$ cat src/rtl/spm_fe_pkg.sv
package spm_fe_pkg;

  typedef enum logic [1:0] {
    SZ_BYTE = 2'b00,
    SZ_HALF = 2'b01,
    SZ_WORD = 2'b10
  } acc_size_e;

  // Alignment violation of one lane for a given size class.
  function automatic logic lane_misaligned(input logic [1:0] size, input logic [1:0] low_bits);
    logic bad;
    if (size[1])
      bad = |low_bits;
    else if (size == SZ_HALF)
      bad = low_bits[0];
    else
      bad = 1'b0;
    return bad;
  endfunction

endpackage

$ cat src/rtl/spm_fe_check.sv
module spm_fe_check
  import spm_fe_pkg::*;
#(
  parameter int LANES     = 4,
  parameter int AW        = 10,
  parameter int MEM_BYTES = 256
) (
  input  logic [1:0]          size,
  input  logic [LANES*AW-1:0] addr,
  input  logic [LANES-1:0]    lmask,
  output logic                fault
);

  localparam logic [AW:0] LIMIT = (AW + 1)'(MEM_BYTES);

  logic [LANES-1:0] mis_lane;
  logic [LANES-1:0] oor_lane;

  generate
    for (genvar g = 0; g < LANES; g++) begin : g_lane
      logic [AW-1:0] a;
      assign a           = addr[g*AW +: AW];
      assign mis_lane[g] = lmask[g] & lane_misaligned(size, a[1:0]);
      assign oor_lane[g] = lmask[g] & ({1'b0, a} >= LIMIT);
    end
  endgenerate

  assign fault = (|mis_lane) | (|oor_lane);

endmodule

$ cat src/rtl/spm_fe_fifo.sv
module spm_fe_fifo #(
  parameter int WIDTH = 8,
  parameter int DEPTH = 4
) (
  input  logic             clk,
  input  logic             rst,
  input  logic             push,
  input  logic [WIDTH-1:0] wdata,
  input  logic             take,
  output logic             full,
  output logic             rvalid,
  output logic [WIDTH-1:0] rdata
);

  localparam int PW = (DEPTH > 1) ? $clog2(DEPTH) : 1;
  localparam int CW = $clog2(DEPTH + 1);
  localparam logic [PW-1:0] LAST = PW'(DEPTH - 1);
  localparam logic [CW-1:0] CAP  = CW'(DEPTH);

  logic [WIDTH-1:0] mem [DEPTH];
  logic [PW-1:0]    wr_ptr, rd_ptr;
  logic [CW-1:0]    count;
  logic             pop;

  assign full = (count == CAP);
  assign pop  = take && (count != '0);

  always_ff @(posedge clk) begin
    if (push) mem[wr_ptr] <= wdata;
  end

  always_ff @(posedge clk) begin
    if (pop) rdata <= mem[rd_ptr];
  end

  always_ff @(posedge clk) begin
    if (rst) begin
      wr_ptr <= '0;
      rd_ptr <= '0;
      count  <= '0;
      rvalid <= 1'b0;
    end else begin
      rvalid <= pop;
      if (push) wr_ptr <= (wr_ptr == LAST) ? '0 : wr_ptr + 1'b1;
      if (pop)  rd_ptr <= (rd_ptr == LAST) ? '0 : rd_ptr + 1'b1;
      case ({push, pop})
        2'b10:   count <= count + 1'b1;
        2'b01:   count <= count - 1'b1;
        default: count <= count;
      endcase
    end
  end

endmodule

$ cat src/rtl/spm_req_frontend.sv
module spm_req_frontend
  import spm_fe_pkg::*;
#(
  parameter int          LANES      = 4,
  parameter int          BANKS      = 4,
  parameter int          ENTRIES    = 16,
  parameter int          WORD_BYTES = 4,
  parameter int          AW         = 10,
  parameter int          DEPTH      = 4,
  parameter int          TID_W      = 2,
  parameter int          PB_W       = 8,
  parameter logic [31:0] TRAP_VEC   = 32'h0000_0100
) (
  input  logic                          clk,
  input  logic                          rst,
  input  logic                          in_valid,
  input  logic                          in_store,
  input  logic [1:0]                    in_size,
  input  logic [LANES*AW-1:0]           in_addr,
  input  logic [LANES*WORD_BYTES*8-1:0] in_wdata,
  input  logic [LANES*WORD_BYTES-1:0]   in_bmask,
  input  logic [LANES-1:0]              in_lmask,
  input  logic [TID_W-1:0]              in_tid,
  input  logic [PB_W-1:0]               in_piggy,
  input  logic                          spm_ready,
  output logic                          stall,
  output logic                          trap_en,
  output logic [31:0]                   trap_pc,
  output logic [TID_W-1:0]              trap_tid,
  output logic                          out_valid,
  output logic                          out_store,
  output logic [LANES*AW-1:0]           out_addr,
  output logic [LANES*WORD_BYTES*8-1:0] out_wdata,
  output logic [LANES*WORD_BYTES-1:0]   out_bmask,
  output logic [LANES-1:0]              out_lmask,
  output logic [PB_W-1:0]               out_piggy
);

  localparam int DW        = WORD_BYTES * 8;
  localparam int MEM_BYTES = BANKS * ENTRIES * WORD_BYTES;
  localparam int EW        = 1 + LANES * (AW + DW + WORD_BYTES) + LANES + PB_W;

  logic          fault;
  logic          full;
  logic          push;
  logic [EW-1:0] entry_in;
  logic [EW-1:0] entry_out;

  spm_fe_check #(
    .LANES    (LANES),
    .AW       (AW),
    .MEM_BYTES(MEM_BYTES)
  ) u_check (
    .size (in_size),
    .addr (in_addr),
    .lmask(in_lmask),
    .fault(fault)
  );

  assign push     = in_valid & ~fault & ~full;
  assign entry_in = {in_store, in_addr, in_wdata, in_bmask, in_lmask, in_piggy};

  spm_fe_fifo #(
    .WIDTH(EW),
    .DEPTH(DEPTH)
  ) u_fifo (
    .clk   (clk),
    .rst   (rst),
    .push  (push),
    .wdata (entry_in),
    .take  (spm_ready),
    .full  (full),
    .rvalid(out_valid),
    .rdata (entry_out)
  );

  assign stall = full;
  assign {out_store, out_addr, out_wdata, out_bmask, out_lmask, out_piggy} = entry_out;

  always_ff @(posedge clk) begin
    if (rst) begin
      trap_en  <= 1'b0;
      trap_pc  <= '0;
      trap_tid <= '0;
    end else begin
      trap_en <= in_valid & fault;
      if (in_valid & fault) begin
        trap_pc  <= TRAP_VEC;
        trap_tid <= in_tid;
      end
    end
  end

endmodule

$ cat config.mk
export PLATFORM = sky130hd
export DESIGN_NAME = spm_req_frontend
export DESIGN_NICKNAME = d
export VERILOG_FILES = /design/src/rtl/spm_fe_pkg.sv /design/src/rtl/spm_fe_check.sv /design/src/rtl/spm_fe_fifo.sv /design/src/rtl/spm_req_frontend.sv
export SDC_FILE = /design/constraint.sdc
export NUM_CORES = 1
export LEC_CHECK = 0
export CORE_MARGIN = 3
export CORE_UTILIZATION = 55
export CTS_BUF_LIST = sky130_fd_sc_hd__clkbuf_8 sky130_fd_sc_hd__clkbuf_16
export CTS_CLUSTER_SIZE = 14
export DETAILED_ROUTE_END_ITERATION = 10
export PLACE_DENSITY = 0.79
export SLEW_MARGIN = 20
export SYNTH_ARGS = -nofsm -noshare
export SYNTH_HDL_FRONTEND = slang
export SYNTH_SLANG_ARGS = --single-unit
$ cat constraint.sdc
create_clock -name clk -period 8.35 [get_ports clk]
set_clock_uncertainty 0.05 [all_clocks]
set_input_delay 1.67 -clock clk [delete_from_list [all_inputs] [get_ports clk]]
set_output_delay 1.67 -clock clk [all_outputs]
set_load 0.03 [all_outputs]
## Word-level counts from Yosys, hierarchy flattened

Memory sizes are Yosys's and may differ from the RTL's. A register that Yosys moved wholly into a read port is not among the register bits.
Cells that the tools add are included.

- Register bits after elaboration: 12
- Memory bits (writable): 788
- Input bits: 205
- Output and inout bits: 234
- Logic and storage cells: 58
- Memories: 1

Memories:

| memory | words | width | read ports | clocked after memory_dff | wr ports | line | text |
|---|---|---|---|---|---|---|---|
| u_fifo.mem | 4 | 197 | 1 | 1 | 1 | spm_fe_fifo.sv:20 | `logic [WIDTH-1:0] mem [DEPTH];` |

- Add/sub/neg operators: 4
- Order comparisons: 4
- Eq/ne operators: 6
- Mux-type cells: 13
- Bitwise operators: 14
- Reduce and logical (&&, ||, !) cells: 9

Operators by type and width:

| operator | count |
|---|---|
| $ge 10x9->1 const B | 4 |
| $and 1x1->1 | 11 |
| $mux 1 | 10 |
| $reduce_or 2->1 | 4 |
| $reduce_or 4->1 | 2 |
| $eq 2x2->1 const B | 3 |
| $pmux 3 s2 | 1 |
| $add 2x1->2 const B | 2 |
| $eq 2x1->1 const B | 2 |
| $mux 2 | 2 |
| $add 3x1->3 const B | 1 |
| $eq 3x3->1 const B | 1 |
| $reduce_bool 3->1 | 1 |
| $sub 3x1->3 const B | 1 |
| $not 1->1 | 2 |
| $reduce_bool 2->1 | 1 |
| $logic_and 1x1->1 | 1 |
| $or 1x1->1 | 1 |

## Longest topological paths before layout

- Depth after elaboration: 11
- Depth in mapped cells: 11
- Depth with buffers taken out: 11

## Cells and area by module

Synthesis repeated with hierarchy kept, for this count alone.

- Cell total of the unflattened synthesis: 1,337
- Area, all modules: 35,223.8 um2

Modules (own cells, without submodules):

| module | times used | cells each | area each (um2) | sequential area each (um2) |
|---|---|---|---|---|
| spm_fe_fifo | 1 | 1,275 | 34,750.8 | 29,738.5 |
| spm_req_frontend | 1 | 47 | 380.4 | 80.1 |
| spm_fe_check | 1 | 15 | 92.6 | 0.0 |

## Worst setup path before layout

Ideal clock, no wire load.

- Kind: input to register
- Start point: input spm_ready
- End point: register u_fifo.count[2]
- Setup time: 71 ps
- Arrival time: 7,295 ps
- Setup slack: 934 ps
- Cell stages on the path: 8
- Cell sequence: o31ai_1 inv_1 ha_1 inv_1 fa_1 xor2_1 or3_1 a21oi_1

- Word-level cells in the longest chain between the ends: 3

RTL lines:

| element | line | text |
|---|---|---|
| start, declared | spm_req_frontend.sv:25 | `input logic spm_ready,` |
| $logic_and 1x1->1 * | spm_fe_fifo.sv:26 | `assign pop = take && (count != '0);` |
| via u_fifo.pop | spm_fe_fifo.sv:23 | `logic pop;` |
| $eq 2x1->1 / $eq 2x2->1 (equally long branches) | spm_fe_fifo.sv:46 | `case ({push, pop})` |
| $pmux 3 s2 / $reduce_bool 2->1 (equally long branches) | n/a |  |
| end signal, assigned | spm_fe_fifo.sv:47 | `2'b10: count <= count + 1'b1;` |
| end signal, assigned | spm_fe_fifo.sv:48 | `2'b01: count <= count - 1'b1;` |
| end signal, assigned | spm_fe_fifo.sv:49 | `default: count <= count;` |
| end, declared | spm_fe_fifo.sv:22 | `logic [CW-1:0] count;` |

The timed path passes the listed nets; every way through them passes the cells marked *.
A chain may end at the register's enable or synchronous reset.

## Final worst setup path

- Start point: input in_size[1]
- End point: memory u_fifo.mem[3][77] (netlist name) (enable)

- Word-level cells in the longest chain between the ends: 11

RTL lines:

| element | line | text |
|---|---|---|
| start, declared | spm_req_frontend.sv:18 | `input logic [1:0] in_size,` |
| $eq 2x1->1 | spm_fe_pkg.sv:14 | `else if (size == SZ_HALF)` |
| $mux 1 | spm_fe_pkg.sv:14 |  |
| $mux 1 | spm_fe_pkg.sv:12 | `if (size[1])` |
| $and 1x1->1 | spm_fe_check.sv:23 | `assign mis_lane[g] = lmask[g] & lane_misaligned(size, a[1:0]);` |
| $reduce_or 4->1 * | spm_fe_check.sv:28 | `assign fault = (\|mis_lane) \| (\|oor_lane);` |
| $or 1x1->1 * | spm_fe_check.sv:28 |  |
| $not 1->1 * | spm_req_frontend.sv:60 | `assign push = in_valid & ~fault & ~full;` |
| $and 1x1->1 * (2 in a row) | spm_req_frontend.sv:60 |  |
| $mux 1 * | spm_fe_fifo.sv:29 | `if (push) mem[wr_ptr] <= wdata;` |
| $mux 1 (not written as such) * | spm_fe_fifo.sv:29 |  |
| end, declared | spm_fe_fifo.sv:20 |  |

Mark *: on every way between the ends. The rest lies on a longest branch, timed or not.

==> results.md <==
* Status: finished, final reports clean
* Crit Reg-Reg Endpoint: u_fifo.mem[3][77]
* Count leader, synth: edfxtp_1
* TritonCTS clock tree: done
* Number of vias per cell at 5.69
* Synth warn at 0
* Pre-CTS WS at 2600 ps
* Max clock buf depth at 3
* Hold buffer count at CTS at 0
* DIE AREA at 67000 sq um
* Post-synth EDFFs at 985
* CP startpoint kind: input pin
* Rows at 92
* Mapped Avg Cell Area at 26.2 sq um
* Fin Hold WS at 404 ps
* Hold Crit Depth at 2
* Pwr/cell area at 234 nW/um^2
* Setup_tns at 0 ps
* Most instantiated cells after synthesis: edfxtp_1 (985), mux4_2 (197), buf_4 (31)
* CTS Buf Count at 94
* Post-route ant nets at 0
* Synth area leaders: edfxtp_1 (84%), mux4_2 (13%), dfxtp_1 (0.68%)
* P_leak at 13.5 nW
* WP data required at 8570 ps
* WL final at 71.7 mm
* Clock sinks at 997
* Mapped Cells at 1340
* Clk Latency, worst-skew pair at 650 ps
* Fin. max-slew vios at 0
* RSZ-0062 raised after global routing: no
* Min Tclk post-route at 5040 ps
* Maxcap violations at 0
* DP HPWL at 41.7 mm
* Overflow after GRT at 0
* Average wire per standard cell at 26.1 um
* Setup bufs post-CTS at 0
* Core outline area at 63200 sq um
* Kind of critical path: in2reg
* Drt first pass iters at 5
* CTS root buffer: clkbuf_16
* Final setup viols at 0
* Kind of end point of the critical path: flip-flop
* CTS clk-pin slew, worst paths at 60 ps
* Die X at 259 um
* Ys flop type: edfxtp_1
* Synth cell types at 31
* Reg2Reg Launch Point: u_fifo.count[0]
* Post_cts resized at 0
* Total track usage at 21.6%
* Mapped Area at 35200 sq um
* Post-synth ARST share at 0%
* Fin util at 68.4%
* DRC viols at 0
* Total number of vias at 15.6k
* Area growth from synthesis to layout at 22.9%
* Hold Fails Final Rpt at 0
* WP data arrival at 5250 ps
* Non-filler cells, final at 2743
* Reg2Reg Depth at 5
* Tcrit/Tclk final at 60.3%
* Iteration-0 DRC Markers at 1296
* Worst Hold Class: reg2reg
* Reg-to-reg setup timing slack at 5110 ps
* Worst IR drop on VDD at 0.216 mV
* Nets at 2027
* Fmax at 199 MHz
* Synth top area share at 84.1%
* Routing usage on met1 at 28.9%
* Met2 Track Usage GR at 34.7%
* Initial cell density of the core at 55.6%
* Placed Instances at 2563
* Port Buf Inserts at 407
* Hold path endpoint: trap_pc[8]
* Die Height at 259 um
* H-Tree Depth at 3
* Pin count of the biggest net entering global routing at 153
* First-pass GRT wire length at 106 mm
* Seq/Total Area, Yosys at 84.8%
* Synth area leader: edfxtp_1
* Final WS setup at 3310 ps
* Number of global-route vias before repair at 16.2k
* Maximum fanout along the worst path at 58
* Busiest metal layer after global routing: met2
* Gpl congestion at 0.750
* Initial antenna violation count at 15
* Met3 Use GR at 5.36%
* Relative slew slack at 24.2%
* FF+latch count, synth at 997
* Slew @ Worst Pin at 1130 ps
* Layout cell share with drive strength beyond 1 at 19.1%
* Min-delay src: trap_pc[8]
* IO Pins at 439
==> registers in the layout, summed over array words and instances (netlist names) <==
name,flops
trap_tid,2
trap_pc,1
u_fifo.rvalid,1
u_fifo.mem,788
u_fifo.rdata,197
trap_en,1
u_fifo.rd_ptr,2
u_fifo.count,3
u_fifo.wr_ptr,2
==> how the worst max path moves through the flow <==
stage                 from                 to  slack [ps]  depth (start not counted)
6_report        in_size[1]  u_fifo.mem[3][77]        3310                          7
3_3_place_gp    in_size[1]  u_fifo.mem[3][84]        2650                          7
2_1_floorplan    spm_ready    u_fifo.count[2]         930                          8
3_5_place_dp   in_addr[18]  u_fifo.mem[3][82]        2600                          6
4_1_cts        in_addr[18]  u_fifo.mem[3][77]        3290                          6
5_1_grt         in_size[1]  u_fifo.mem[3][77]        3130                          7
==> cells in the final DEF (no fill, tap or decap), types with 6 or more instances in the layout <==
master	Yosys	routed
clkbuf_16	0	96
ha_1	6	6
diode_2	0	11
a21oi_1	6	6
clkinv_2	0	21
buf_12	0	6
conb_1	1	31
buf_4	31	10
nand2_1	6	6
edfxtp_1	985	985
bufinv_16	0	6
nor2_1	8	8
dfxtp_1	12	10
clkinv_1	0	18
o21ai_0	6	6
clkdlybuf4s50_1	0	407
inv_1	12	28
mux4_2	197	197
==> critical path: stages <==
cell and delay, ps:
clkdlybuf4s50_1 600, a21o_1 250, a22oi_2 340, o221ai_2 200
a2111oi_4 580, and2_4 880, buf_4 670
==> routing by layer <==
layer | share of wire [%] | vias up | wire (um)
met5 | 0.12 | - | 89
met4 | 3.3 | 12 | 2390
met3 | 7.2 | 145 | 5180
met2 | 51 | 648 | 36300
met1 | 39 | 8183 | 27700
li1 | - | 6608 | -
==> logic make-up after synthesis <==
| group | synth area share, % |
|---|---|
| multiplexers | 12.8 |
| buffers and inverters | 1.35 |
| AND/OR/NAND/NOR | 0.335 |
| flip-flops | 84.8 |
| AO/OA/AOI/OAI | 0.416 |
| adder cells (fa/ha/maj) | 0.270 |
| XOR/XNOR | 0.0498 |
| other | 0.0107 |
==> metrics by stage <==
step                      area (sq um)  power (mW)
final                            43200        10.1
after global routing             43200        10.4
after CTS                        43100        10.2
after detailed placement         40200        6.17
after global placement           40200        6.16
after floorplan                  35300        5.94
==> final cells by class <==
class                      count  area, sq um
timing repair buffer         425         4320
antenna                       11         27.5
fill                        3665        20000
clock inverter                71          533
tap                          846         1060
multi-input combinational    285         4990
inverter                      12         52.6
sequential                   997        29800
clock buffer                  96         2400
==> power breakdown <==
part	total, mW	switching, mW	internal (mW)
sequential	5.59	0.0248	5.56
combinational	0.480	0.255	0.225
clock	4.04	1.76	2.28
total	10.1	2.04	8.06
Note: power is estimated with default switching activity, not from simulation.
